$ cat src/rtl/hsx_pkg.sv
package hsx_pkg;
   // Port register bit positions (all handshake lines active low)
   localparam int PB_REQ = 3;
   localparam int PB_ACK = 4;
   localparam int PB_TIP = 5;
   // Direction register value that selects immediate byte interrupts
   localparam logic [7:0] DIR_ALL_OUT = 8'hFF;

   typedef logic [7:0] byte_t;
endpackage

$ cat src/rtl/hsx_byte_buf.sv
module hsx_byte_buf #(
   parameter int DEPTH = 16,
   parameter int AW    = $clog2(DEPTH)
) (
   input  logic          clk,
   input  logic          we,
   input  logic [AW-1:0] waddr,
   input  logic [7:0]    wdata,
   input  logic [AW-1:0] raddr,
   output logic [7:0]    rdata
);
   logic [7:0] mem [DEPTH];

   always_ff @(posedge clk) begin
      if (we) mem[waddr] <= wdata;
   end

   assign rdata = mem[raddr];
endmodule

$ cat src/rtl/hsx_irq_delay.sv
module hsx_irq_delay #(
   parameter int DELAY_CYC = 37500
) (
   input  logic clk,
   input  logic rst_n,
   input  logic sched,
   input  logic sched_now,
   output logic irq
);
   localparam int CW = $clog2(DELAY_CYC + 1);

   logic fire;

   if (DELAY_CYC < 1) begin : g_bad_delay
      $error("hsx_irq_delay: DELAY_CYC must be at least 1");
   end

   if (DELAY_CYC == 1) begin : g_flag
      logic pend_q;
      always_ff @(posedge clk) begin
         if (!rst_n) pend_q <= 1'b0;
         else        pend_q <= sched && !sched_now;
      end
      assign fire = pend_q;
   end else begin : g_count
      logic [CW-1:0] cnt_q;
      // A new delayed schedule restarts the count; an immediate one leaves it alone
      always_ff @(posedge clk) begin
         if (!rst_n)                  cnt_q <= '0;
         else if (sched && !sched_now) cnt_q <= CW'(DELAY_CYC);
         else if (cnt_q != '0)        cnt_q <= cnt_q - CW'(1);
      end
      assign fire = (cnt_q == CW'(1));
   end

   always_ff @(posedge clk) begin
      if (!rst_n) irq <= 1'b0;
      else        irq <= fire || (sched && sched_now);
   end

   AST_IRQ_NOW: assert property (@(posedge clk) disable iff (!rst_n)
      (sched && sched_now) |=> irq);
   AST_IRQ_PULSE_SRC: assert property (@(posedge clk) disable iff (!rst_n)
      irq |-> $past(fire || (sched && sched_now)));
endmodule

$ cat src/rtl/hsx_handshake_core.sv
module hsx_handshake_core
   import hsx_pkg::*;
#(
   parameter int DEPTH = 16,
   parameter int AW    = $clog2(DEPTH),
   parameter int LW    = $clog2(DEPTH + 1)
) (
   input  logic          clk,
   input  logic          rst_n,
   input  logic          pb_wr,
   input  byte_t         pb_wdata,
   input  logic          pbdir_wr,
   input  byte_t         pbdir_wdata,
   input  logic          aux_wr,
   input  logic          aux_dir,
   input  logic          shf_wr,
   input  byte_t         shf_wdata,
   input  logic          rsp_go,
   input  logic [LW-1:0] rsp_len,
   output logic [AW-1:0] ib_raddr,
   input  byte_t         ib_rdata,
   output logic          ob_we,
   output logic [AW-1:0] ob_waddr,
   output byte_t         ob_wdata,
   output byte_t         pb_q,
   output byte_t         shf_q,
   output logic          pkt_valid,
   output logic [LW-1:0] pkt_len,
   output logic          sched,
   output logic          sched_now
);
   byte_t         b_q, last_b_q, dirb_q, sr_q;
   logic          dir_q;
   logic [LW-1:0] out_q, in_idx_q, in_len_q;

   byte_t         b_eff, dirb_eff, sr_eff, b_nx, sr_nx;
   logic          dir_eff, evaluate, pair_moved, done;
   logic [LW-1:0] in_idx_eff, in_len_eff, in_nx, out_nx;

   always_comb begin
      b_eff      = pb_wr    ? pb_wdata    : b_q;
      dirb_eff   = pbdir_wr ? pbdir_wdata : dirb_q;
      dir_eff    = aux_wr   ? aux_dir     : dir_q;
      sr_eff     = shf_wr   ? shf_wdata   : sr_q;
      in_idx_eff = rsp_go   ? '0          : in_idx_q;
      in_len_eff = rsp_go   ? rsp_len     : in_len_q;
      evaluate   = pb_wr || aux_wr || rsp_go;
      pair_moved = b_eff[PB_TIP:PB_ACK] != last_b_q[PB_TIP:PB_ACK];

      b_nx     = b_eff;
      sr_nx    = sr_eff;
      in_nx    = in_idx_eff;
      out_nx   = out_q;
      ob_we    = 1'b0;
      done     = 1'b0;
      sched    = rsp_go;

      if (evaluate) begin
         if (!b_eff[PB_TIP]) begin
            if (dir_eff) begin
               // host to device: capture while room remains
               if (pair_moved && out_q < LW'(DEPTH)) begin
                  ob_we  = 1'b1;
                  out_nx = out_q + LW'(1);
                  sched  = 1'b1;
               end
            end else if (pair_moved && in_idx_eff < in_len_eff) begin
               // device to host: present next response byte
               sr_nx = ib_rdata;
               in_nx = in_idx_eff + LW'(1);
               if (in_idx_eff + LW'(1) >= in_len_eff) b_nx[PB_REQ] = 1'b1;
               sched = 1'b1;
            end
         end else if (last_b_q[PB_TIP] && (b_eff[PB_ACK] != last_b_q[PB_ACK])) begin
            // idle toggle: request line mirrors acknowledge
            b_nx[PB_REQ] = b_eff[PB_ACK];
            sched        = 1'b1;
         end else begin
            if (!last_b_q[PB_TIP]) begin
               done  = (out_q != '0);
               sched = 1'b1;
            end
            if (in_idx_eff < in_len_eff) b_nx[PB_REQ] = 1'b0;
         end
      end
      if (done) out_nx = '0;

      ob_waddr  = out_q[AW-1:0];
      ob_wdata  = sr_eff;
      ib_raddr  = in_idx_eff[AW-1:0];
      sched_now = (dirb_eff == DIR_ALL_OUT);
   end

   always_ff @(posedge clk) begin
      if (!rst_n) begin
         b_q       <= '0;
         last_b_q  <= '0;
         dirb_q    <= DIR_ALL_OUT;
         dir_q     <= 1'b0;
         sr_q      <= '0;
         out_q     <= '0;
         in_idx_q  <= '0;
         in_len_q  <= '0;
         pkt_valid <= 1'b0;
         pkt_len   <= '0;
      end else begin
         b_q       <= b_nx;
         if (evaluate) last_b_q <= b_nx;
         dirb_q    <= dirb_eff;
         dir_q     <= dir_eff;
         sr_q      <= sr_nx;
         out_q     <= out_nx;
         in_idx_q  <= in_nx;
         in_len_q  <= in_len_eff;
         pkt_valid <= done;
         if (done) pkt_len <= out_q;
      end
   end

   assign pb_q  = b_q;
   assign shf_q = sr_q;

   AST_OUT_NO_OVERFLOW: assert property (@(posedge clk) disable iff (!rst_n)
      out_q <= LW'(DEPTH));
   AST_IN_IDX_BOUND: assert property (@(posedge clk) disable iff (!rst_n)
      in_idx_q <= in_len_q);
   AST_PKT_ONE_SHOT: assert property (@(posedge clk) disable iff (!rst_n)
      pkt_valid |=> !pkt_valid);
   AST_PKT_LEN_NONZERO: assert property (@(posedge clk) disable iff (!rst_n)
      pkt_valid |-> (pkt_len != '0) && (out_q == '0));
   AST_RSP_FITS: assert property (@(posedge clk) disable iff (!rst_n)
      rsp_go |-> rsp_len <= LW'(DEPTH));
   AST_LAST_BYTE_REQ: assert property (@(posedge clk) disable iff (!rst_n)
      (pb_wr && !pb_wdata[PB_TIP] && !dir_eff && !aux_wr && !rsp_go
       && in_len_q != '0 && in_idx_q == in_len_q - LW'(1) && pair_moved)
      |=> pb_q[PB_REQ]);
endmodule

$ cat src/rtl/hsx_xfer_engine.sv
module hsx_xfer_engine #(
   parameter int DEPTH     = 16,
   parameter int DELAY_CYC = 37500,
   parameter int AW        = $clog2(DEPTH),
   parameter int LW        = $clog2(DEPTH + 1)
) (
   input  logic          clk,
   input  logic          rst_n,
   input  logic          pb_wr,
   input  logic [7:0]    pb_wdata,
   output logic [7:0]    pb_q,
   input  logic          pbdir_wr,
   input  logic [7:0]    pbdir_wdata,
   input  logic          aux_wr,
   input  logic          aux_dir,
   input  logic          shf_wr,
   input  logic [7:0]    shf_wdata,
   output logic [7:0]    shf_q,
   output logic          pkt_valid,
   output logic [LW-1:0] pkt_len,
   input  logic [AW-1:0] pkt_raddr,
   output logic [7:0]    pkt_rdata,
   input  logic          rsp_wr,
   input  logic [AW-1:0] rsp_waddr,
   input  logic [7:0]    rsp_wdata,
   input  logic          rsp_go,
   input  logic [LW-1:0] rsp_len,
   output logic          byte_irq
);
   if (DEPTH < 2 || (1 << AW) != DEPTH) begin : g_bad_depth
      $error("hsx_xfer_engine: DEPTH must be a power of two of at least 2");
   end

   logic          ob_we, sched, sched_now;
   logic [AW-1:0] ob_waddr, ib_raddr;
   logic [7:0]    ob_wdata, ib_rdata;

   hsx_handshake_core #(.DEPTH(DEPTH), .AW(AW), .LW(LW)) u_core (
      .clk, .rst_n,
      .pb_wr, .pb_wdata, .pbdir_wr, .pbdir_wdata,
      .aux_wr, .aux_dir, .shf_wr, .shf_wdata,
      .rsp_go, .rsp_len,
      .ib_raddr, .ib_rdata,
      .ob_we, .ob_waddr, .ob_wdata,
      .pb_q, .shf_q, .pkt_valid, .pkt_len,
      .sched, .sched_now
   );

   hsx_byte_buf #(.DEPTH(DEPTH), .AW(AW)) u_capture (
      .clk, .we(ob_we), .waddr(ob_waddr), .wdata(ob_wdata),
      .raddr(pkt_raddr), .rdata(pkt_rdata)
   );

   hsx_byte_buf #(.DEPTH(DEPTH), .AW(AW)) u_response (
      .clk, .we(rsp_wr), .waddr(rsp_waddr), .wdata(rsp_wdata),
      .raddr(ib_raddr), .rdata(ib_rdata)
   );

   hsx_irq_delay #(.DELAY_CYC(DELAY_CYC)) u_irq (
      .clk, .rst_n, .sched, .sched_now, .irq(byte_irq)
   );

   AST_STROBE_HAS_IRQ: assert property (@(posedge clk) disable iff (!rst_n)
      (pkt_valid && pbdir_wr == 1'b0 && $past(sched_now)) |-> byte_irq);
endmodule

$ cat config.mk
export PLATFORM = sky130hd
export DESIGN_NAME = hsx_xfer_engine
export DESIGN_NICKNAME = d
export VERILOG_FILES = /design/src/rtl/hsx_pkg.sv /design/src/rtl/hsx_byte_buf.sv /design/src/rtl/hsx_irq_delay.sv /design/src/rtl/hsx_handshake_core.sv /design/src/rtl/hsx_xfer_engine.sv
export SDC_FILE = /design/constraint.sdc
export NUM_CORES = 1
export LEC_CHECK = 0
export BUFFER_PORTS_ARGS = -buffer_cell sky130_fd_sc_hd__buf_4
export CAP_MARGIN = 20
export CORE_AREA = 2 2 185 187
export CTS_BUF_LIST = sky130_fd_sc_hd__clkbuf_8
export DETAILED_ROUTE_END_ITERATION = 7
export DIE_AREA = 0 0 187 189
export PLACE_DENSITY_LB_ADDON = 0.12
export RECOVER_POWER = 50
export SLEW_MARGIN = 20
export SYNTH_ARGS = -nofsm -noshare
export SYNTH_HDL_FRONTEND = slang
export SYNTH_SLANG_ARGS = --single-unit
$ cat constraint.sdc
create_clock -name clk -period 3.6 [get_ports clk]
set_clock_uncertainty 0.2 [all_clocks]
set_input_delay 0.72 -clock clk [delete_from_list [all_inputs] [get_ports clk]]
set_output_delay 0.72 -clock clk [all_outputs]
set_load 0.01 [all_outputs]
# --- Word-level counts from Yosys, hierarchy flattened ---
# Memory sizes are Yosys's and may differ from the RTL's.
# Index checks and enable logic that the tools add are counted.
# W data, S select, Z words.
word_totals:
  ff_bits: 69
  latch_bits: 0
  ramBits: 256
  romBits: 0
  input_bits: 54
  out_inout_bits: 31
  elab_cells: 84
  memories: 2
memory_table:
  columns: ["memory", "words", "width", "read_ports", "rd_ports_with_merged_regs", "write_ports", "line_no", "text"]
  rows:
  - ["u_capture.mem", 16, 8, 1, 0, 1, "hsx_byte_buf.sv:12", "logic [7:0] mem [DEPTH];"]
  - ["u_response.mem", 16, 8, 1, 0, 1, "hsx_byte_buf.sv:12", null]
op_classes:
  addsub: 3
  n_mul: 0
  n_div: 0
  order_cmp: 3
  n_eq_ne: 4
  shifts: 0
  n_mux: 42
  bitwise_logic: 2
  reduce_logical: 15
op_table:
  columns: ["op", "n"]
  rows:
  - ["$mux W8", 7]
  - ["$mux W16", 2]
  - ["$mux W5", 6]
  - ["$mux W1", 27]
  - ["$eq A16 B1 Y1 const B", 1]
  - ["$reduce_bool A16 Y1", 1]
  - ["$sub A16 B1 Y16 const B", 1]
  - ["$add A5 B1 Y5 const B", 2]
  - ["$eq A8 B8 Y1 const B", 1]
  - ["$ge A5 B5 Y1", 1]
  - ["$logic_and A1 B1 Y1", 5]
  - ["$lt A5 B5 Y1", 1]
  - ["$lt A5 B5 Y1 const B", 1]
  - ["$reduce_bool A5 Y1", 1]
  - ["$reduce_and A4 Y1", 1]
  - ["$reduce_or A2 Y1", 2]
  - ["$logic_or A1 B1 Y1", 3]
  - ["$ne A2 B2 Y1", 1]
  - ["$not A1 Y1", 2]
  - ["$reduce_bool A2 Y1", 1]
  - ["$logic_not A1 Y1", 1]
  - ["$ne A1 B1 Y1", 1]

# --- Logic depth before layout (Yosys ltp) ---
# Gate-level depths: netlist of the first run.
logic_depth:
  word_depth: 9
  depth_mapped: 12
  depth_no_buf: 10

# --- Cells and area by module ---
# From an unflattened synthesis of the first run, not the netlist that was laid out.
unflattened:
  cells_unflattened: 818
  area_unflattened_um2: 13479.2
modules_own_cells:
  columns: ["mod", "instances", "cells_per_inst", "area_each_um2", "seq_area_each_um2"]
  rows:
  - ["hsx_byte_buf", 2, 221, 4987.3, 3843.7]
  - ["hsx_handshake_core", 1, 273, 2610.0, 960.9]
  - ["hsx_irq_delay", 1, 103, 894.6, 340.3]

# --- Worst setup path before layout of the first run ---
# No wires, ideal clock.
synth_timing:
  kind: "in2reg"
  from: "input port rsp_go"
  to: "register u_irq.g_count.cnt_q[11]"
  setup_ns: 0.116
  arrival_time_ns: 3.265
  t_required_ns: 3.284
  setup_slack_ns: 0.020
  stages: 11
  path_buffers: 4
  cell_sequence: "clkbuf_1 clkbuf_1 buf_1 mux2i_1 ha_1 a311oi_2 o21ai_2 nor3_4 o21bai_4 buf_6 and3_1"
synth_via:
  elab_chain_cells: 9
  elab_cells_between_ends: 14
  classes_between: "order compare (1); mux (9); reduce/logical (4)"
synth_rtl:
  columns: ["item", "line_no", "text"]
  rows:
  - ["start: declaration", "hsx_xfer_engine.sv:26", "input logic rsp_go,"]
  - ["$mux W5, on equally long branches", "hsx_handshake_core.sv:45, hsx_handshake_core.sv:46", null]
  - ["$lt A5 B5 Y1", "hsx_handshake_core.sv:67", "end else if (pair_moved && in_idx_eff < in_len_eff) begin"]
  - ["$logic_and A1 B1 Y1", "hsx_handshake_core.sv:67", null]
  - ["$mux W1", "hsx_handshake_core.sv:67", null]
  - ["$mux W1", "hsx_handshake_core.sv:60", "if (dir_eff) begin"]
  - ["$mux W1", "hsx_handshake_core.sv:59", "if (!b_eff[PB_TIP]) begin"]
  - ["$mux W1 *", "hsx_handshake_core.sv:58", "if (evaluate) begin"]
  - ["$logic_and A1 B1 Y1 *", "hsx_irq_delay.sv:30", "else if (sched && !sched_now) cnt_q <= CW'(DELAY_CYC);"]
  - ["$reduce_or A2 Y1 (no line) *", null, null]
  - ["end signal: assignment", "hsx_irq_delay.sv:30", null]
  - ["end signal: assignment", "hsx_irq_delay.sv:31", "else if (cnt_q != '0) cnt_q <= cnt_q - CW'(1);"]
  - ["end: declaration", "hsx_irq_delay.sv:26", "logic [CW-1:0] cnt_q;"]
# Mark *: on every way between the ends. The rest lies on a longest branch, timed or not.
# A chain may end at the register's enable or synchronous reset.

# --- Worst setup path in the final report of the first run ---
layout_timing:
  from: "input port pkt_raddr[0]"
  to: "output port pkt_rdata[4]"
layout_via:
  elab_chain_cells: 1
layout_rtl:
  columns: ["item", "line_no", "text"]
  rows:
  - ["start: declaration", "hsx_xfer_engine.sv:21", "input logic [AW-1:0] pkt_raddr,"]
  - ["$mem_v2 Z16 W8", null, null]
  - ["end: declaration", "hsx_xfer_engine.sv:22", "output logic [7:0] pkt_rdata,"]
# No other way between the ends.

==> results of run 1 <==
-- critical path: stages --
cell    delay [ns]
buf_4         0.15
buf_12        0.19
mux4_2        0.52
mux4_2        0.50
buf_4         0.16
-- metrics by stage --
| step | hold WS [ns] | utilization, % | worst slack, ns |
|---|---|---|---|
| final | 0.146 | 46.6 | 0.422 |
| after global routing | 0.116 | 46.6 | 0.342 |
| after CTS | 0.115 | 46.8 | 0.396 |
| after detailed placement | 0.262 | 43.4 | 0.398 |
| after global placement | 0.260 | 43.4 | 0.406 |
| after floorplan | 0.241 | - | 0.0199 |
-- power breakdown --
group | total, W | internal [W] | switching, W | leakage [nW]
clock network | 0.00331 | 0.00179 | 0.00152 | 0.655
logic | 0.000675 | 0.000289 | 0.000386 | 1.97
registers | 0.00418 | 0.00412 | 0.0000637 | 2.85
-- final timing paths --
path	start	endpoint	slack (ns)	depth (start not counted)
min	pbdir_wdata[1]	u_core.dirb_q[1]	0.15	2
max reg2reg	u_core.in_idx_q[0]	u_core.shf_q[5]	0.76	7
min reg2reg	u_core.dirb_q[7]	u_core.dirb_q[7]	0.27	2
max	pkt_raddr[0]	pkt_rdata[4]	0.42	5
-- per-layer routing --
| metal | global-route usage (%) | up-vias |
|---|---|---|
| met5 | 0 | - |
| met4 | 5.16 | 0 |
| met3 | 2.95 | 56 |
| met2 | 28.4 | 195 |
| met1 | 22.5 | 3808 |
| li1 | - | 3610 |
-- logic make-up (layout without fill, tap and decap cells) --
kind of cell	after synthesis	count (layout)	share of synthesized area, %
xor gates and xnor gates	23	23	1.53
muxes	106	106	12.2
buffers and inverters	55	237	1.83
and+or+nand+nor	215	215	8.10
DFF	321	321	68.4
AOI/OAI and AO/OA	127	127	6.61
adders and majority gates	14	14	1.33
-- registers in the layout (all words and copies together) (netlist names), named ones only --
name                 cells
u_core.in_len_q          5
u_core.pkt_len           5
u_core.in_idx_q          5
u_irq.irq                1
u_core.pkt_valid         1
u_core.out_q             5
u_core.shf_q             8
u_core.dirb_q            8
u_irq.g_count.cnt_q     16
u_core.last_b_q          2
u_core.pb_q              5
u_response.mem         128
u_core.dir_q             1
u_capture.mem          128
-- layout make-up --
class,instances,area (sq um),area share (%)
Clock buffer,64,881,5.68
Timing Repair Buffer,122,873,5.63
Clock inverter,42,255,1.65
Sequential cell,321,8990,58.0
Multi-Input combinational cell,485,3910,25.2
Tap cell,448,561,3.62
Inverter,9,33.8,0.218
-- cell usage in the layout, fill, tap and decap left out, types with 14 or more instances in the layout --
cell and count:
a21oi_1 32, buf_4 102, clkbuf_1 18, clkbuf_8 64
dfxtp_1 64, edfxtp_1 256, ha_1 14, inv_1 24
mux2i_1 55, mux4_2 42, nand2_1 41, nand2b_1 17
nor2_1 79, nor3_1 14, o211ai_1 16, o21ai_0 26
xnor2_1 15
==> out/qor.csv, run 1 <==
metric,value,unit
Post-Place Cells,1385,
Routed Antenna Nets,0,
total CTS buffers,57,
maxcap violations,0,
TritonRoute pass-1 iters,5,
top-count cell post-synth,edfxtp_1,
initial core utilization,39.5,%
DR iter-0 viols,437,
Mean Syn Cell Area,15.3,sq um
final worst path period need,3.18,ns
Die W,187,um
RSZ-0062 raised after global routing,false,
post-cts resize count,0,
gpl congestion,0.748,
clock-pin slew of the registers on the worst-case setup and hold paths,0.05,ns
synth cell count leaders,"edfxtp_1, nor2_1, dfxtp_1",
Total Power,0.00817,W
leakage dissipation,5.48,nW
post-synth top area cell,edfxtp_1,
worst hold path class,input port to flip-flop,
WP data required,2.68,ns
metal3 WL,1320,um
"Top FF cell, synth",edfxtp_1,
# DRC,0,
peak supply drop,0.338,mV
worst slew pin tran,1.37,ns
clk sink count,321,
Layout fillers,2994,
sequential-to-total area share from yosys stat,68.4,%
count of input and output buffers,84,
fin crit share,88.3,%
CTS tree,yes,
crit path kind,input port to primary output,
critical path capture point type,primary output,
Chip Height,189,um
Vias per Instance,5.14,
synthesized area,13100,sq um
Synth area leaders,"edfxtp_1, dfxtp_1, mux4_2",
first-pass GRT wire length,46400,um
Die ar.,35300,sq um
Root Buffer,clkbuf_8,
register bit total from synthesis,321,
Final Hold Vio Count,0,
post-cts hold buffer count,0,
post-synth cell types,59,
Max-slew headroom,8.78,%
Post-synth ARST share,0,%
ANT cells,0,
DR vias,7669,
top sig layer,met4,
CP max FO,17,
Mapped Cells,861,
final setup TNS,0,ns
later-pin clock latency in the skew report,0.60,ns
cell area after layout,15500,sq um
Post-synth EDFFs,256,
CORE AREA,33300,sq um
Peak Freq,0.315,GHz
hpwl dp,19400,um
post-place instance area,14400,sq um
Area Growth Syn to Fin,18.0,%
vias in the first global route,7794,
Layout Cells excl Fill,1491,
Synth top area share,58.5,%
clock buffer depth,3,
Critical Path AT,2.26,ns
htree depth,2,
"Setup Fix Bufs, Post-CTS",0,
status,completed,
WL per Instance,19.8,um
share of layout cells above drive strength 1,23.2,%
I/O pin total,85,
WL met2,14500,um
crit start category,input port,
syn_nets,929,
Final setup viols,0,
Synth Warn #,0,
initial antenna violation count,0,
Post-layout nets,1064,
row cnt,67,
total track usage,16.9,%
"Slew Viols, Final",0,
Post-Route M1 WL,13000,um
Routed Wire Length,29500,um
largest net degree at the start of global routing,33,
PwrDens,527,nW/um^2
grt ovf,0,
No activity file was read; power rests on OpenSTA's default activity.
==> run 2: changes to the inputs <==
--- a/config.mk
+++ b/config.mk
@@ -7,10 +7,10 @@
 export LEC_CHECK = 0
 export BUFFER_PORTS_ARGS = -buffer_cell sky130_fd_sc_hd__buf_4
 export CAP_MARGIN = 20
-export CORE_AREA = 2 2 185 187
+export CORE_AREA = 2 2 157 220
 export CTS_BUF_LIST = sky130_fd_sc_hd__clkbuf_8
 export DETAILED_ROUTE_END_ITERATION = 7
-export DIE_AREA = 0 0 187 189
+export DIE_AREA = 0 0 159 222
 export PLACE_DENSITY_LB_ADDON = 0.12
 export RECOVER_POWER = 50
 export SLEW_MARGIN = 20
==> constraint.sdc (replaced) <==
create_clock -name clk -period 2.6 [get_ports clk]
set_clock_uncertainty 0.2 [all_clocks]
set_input_delay 0.52 -clock clk [delete_from_list [all_inputs] [get_ports clk]]
set_output_delay 0.52 -clock clk [all_outputs]
set_load 0.01 [all_outputs]
==> run 2 against run 1 <==
The flow now finishes with violations (negative setup slack); die area down 0.13%; cell count up 3.3%; sequential cell count unchanged; critical path depth down 2; final area up 3.4%; global-route usage up 0.38 points; register-to-register slack worse by 0.50 ns.
==> out/qor.csv, run 2 (same netlist as run 1, synthesis figures left out) <==
metric,value,unit
status,"finished, violations left",
failing checks,negative setup slack,
share of layout cells above drive strength 1,26.1,%
Area Growth Syn to Fin,22.0,%
CORE AREA,33200,sq um
CTS tree,yes,
Post-layout nets,1120,
most frequent cells in the layout,"edfxtp_1, buf_4, nor2_1, dfxtp_1, clkbuf_8",
row cnt,79,
WP data required,1.88,ns
"commonest non-fill, non-tap cell in the layout",edfxtp_1,
worst path cell trace,mux4_2 > mux4_2 > buf_6,
maxcap violations,0,
Critical Path AT,2.07,ns
worst slew pin tran,0.953,ns
WL per Instance,19.6,um
top flop regs,"u_capture.mem (128), u_response.mem (128), u_irq.g_count.cnt_q (16)",
Die W,159,um
"Slew Viols, Final",0,
critical path's slowest cell,mux4_2,
gpl congestion,0.781,
later-pin clock latency in the skew report,0.58,ns
TritonRoute pass-1 iters,4,
Total Power,0.0111,W
fin crit share,107,%
"Setup Fix Bufs, Post-CTS",0,
grt ovf,0,
htree depth,2,
crit start category,flip-flop,
critical path capture point type,primary output,
I/O pin total,85,
RSZ-0062 raised after global routing,true,
Root Buffer,clkbuf_8,
Vias per Instance,5.01,
crit path kind,flip-flop to primary output,
CP peak stage delay,0.50,ns
Routed Antenna Nets,0,
CP max FO,1,
Die ar.,35300,sq um
# DRC,0,
peak supply drop,0.473,mV
Layout Cells excl Fill,1540,
clk sink count,321,
final worst path period need,2.79,ns
clock-pin slew of the registers on the worst-case setup and hold paths,0.06,ns
worst hold path class,input port to flip-flop,
DR iter-0 viols,503,
PwrDens,693,nW/um^2
setup ws final,-0.195,ns
Routed Wire Length,30200,um
Max-slew headroom,36.5,%
first-pass GRT wire length,46800,um
total track usage,17.3,%
initial antenna violation count,1,
Final setup viols,8,
kind of cell adding the most delay to the critical path,multiplexers,
leakage dissipation,5.74,nW
WP buf/inv,1,
initial core utilization,39.5,%
Crit path top cell by count,mux4_2,
Chip Height,222,um
Peak Freq,0.358,GHz
count of input and output buffers,84,
total CTS buffers,51,
clock buffer depth,3,
Post-Place Cells,1431,
vias in the first global route,8083,
DR vias,7715,
Final Hold Vio Count,0,
largest net degree at the start of global routing,28,
hpwl dp,20700,um
==> run 2: cell types whose count changed in the layout (fill, tap and decap cells not counted), moves of 3 or more <==
cell | before | now
clkinv_2 | 12 | 9
nor3_2 | 0 | 4
clkbuf_8 | 64 | 57
nor3_1 | 14 | 10
dlygate4sd3_1 | 0 | 13
buf_6 | 0 | 8
clkbuf_4 | 0 | 8
clkbuf_1 | 18 | 23
buf_4 | 102 | 123
buf_12 | 2 | 9
==> run 2: final cells by class <==
cell class / count / area, sq um
Fill cell: 2921 / 17200
Sequential cell: 321 / 8990
Multi-Input combinational cell: 485 / 3940
Timing Repair Buffer: 184 / 1470
Clock buffer: 57 / 785
Tap cell: 445 / 557
Clock inverter: 38 / 245
Inverter: 9 / 33.8
Antenna cell: 1 / 2.50
==> run 2: report_power, final <==
part	total (W)	internal [W]	switching, W	leakage, nW
combinational	0.00105	0.000485	0.000569	2.30
sequential	0.00578	0.00570	0.0000764	2.85
clock	0.00427	0.00232	0.00195	0.585
total	0.0111	0.00851	0.00260	5.74
==> run 2: layer usage <==
| layer | track usage (%) | share of wire, % | vias to the layer above |
|---|---|---|---|
| met1 | 19.2 | 38 | 3755 |
| met2 | 32.6 | 55 | 184 |
| met3 | 3.12 | 3.8 | 51 |
| met5 | 0 | 0 | - |
| met4 | 6.60 | 3.0 | 0 |
| li1 | - | - | 3725 |
==> run 2: metrics by stage <==
stage	worst slack, ns	area [sq um]	hold slack, ns	TNS [ns]	util (%)
floorplan	-0.204	13200	0.241	-3.57	-
global placement	-0.128	14900	0.264	-2.79	44.9
detailed placement	-0.152	14900	0.259	-4.06	44.9
CTS	-0.277	16100	0.000316	-1.81	48.5
global route	-0.271	16000	0.0196	-1.99	48.3
finish	-0.195	16000	0.0336	-1.36	48.3
==> run 2: path summary, 6_finish.rpt <==
check,depth (start not counted),slack (ns),start,to
setup / recovery,3,-0.19,u_capture.mem[7][5],pkt_rdata[5]
hold reg to reg,2,0.27,u_core.dirb_q[7],u_core.dirb_q[7]
hold / removal,3,0.03,rsp_len[2],u_core.in_len_q[2]
setup reg to reg,10,0.26,u_core.in_idx_q[1],u_core.pb_q[3]
==> run 2: timing repair <==
item,4_1_cts,5_1_grt
pin swaps,0,0
hold buffers,13,0
setup endpoints to repair,8,8
hold endpoints to repair,13,0
resized for setup,8,0
==> run 2: tightest hold or removal path: cells and delay by family <==
| family | cells | cell delay, ns |
|---|---|---|
| buf+inv | 1 | 0.09 |
| mux | 1 | 0.08 |
| simple gates | 1 | 0.08 |
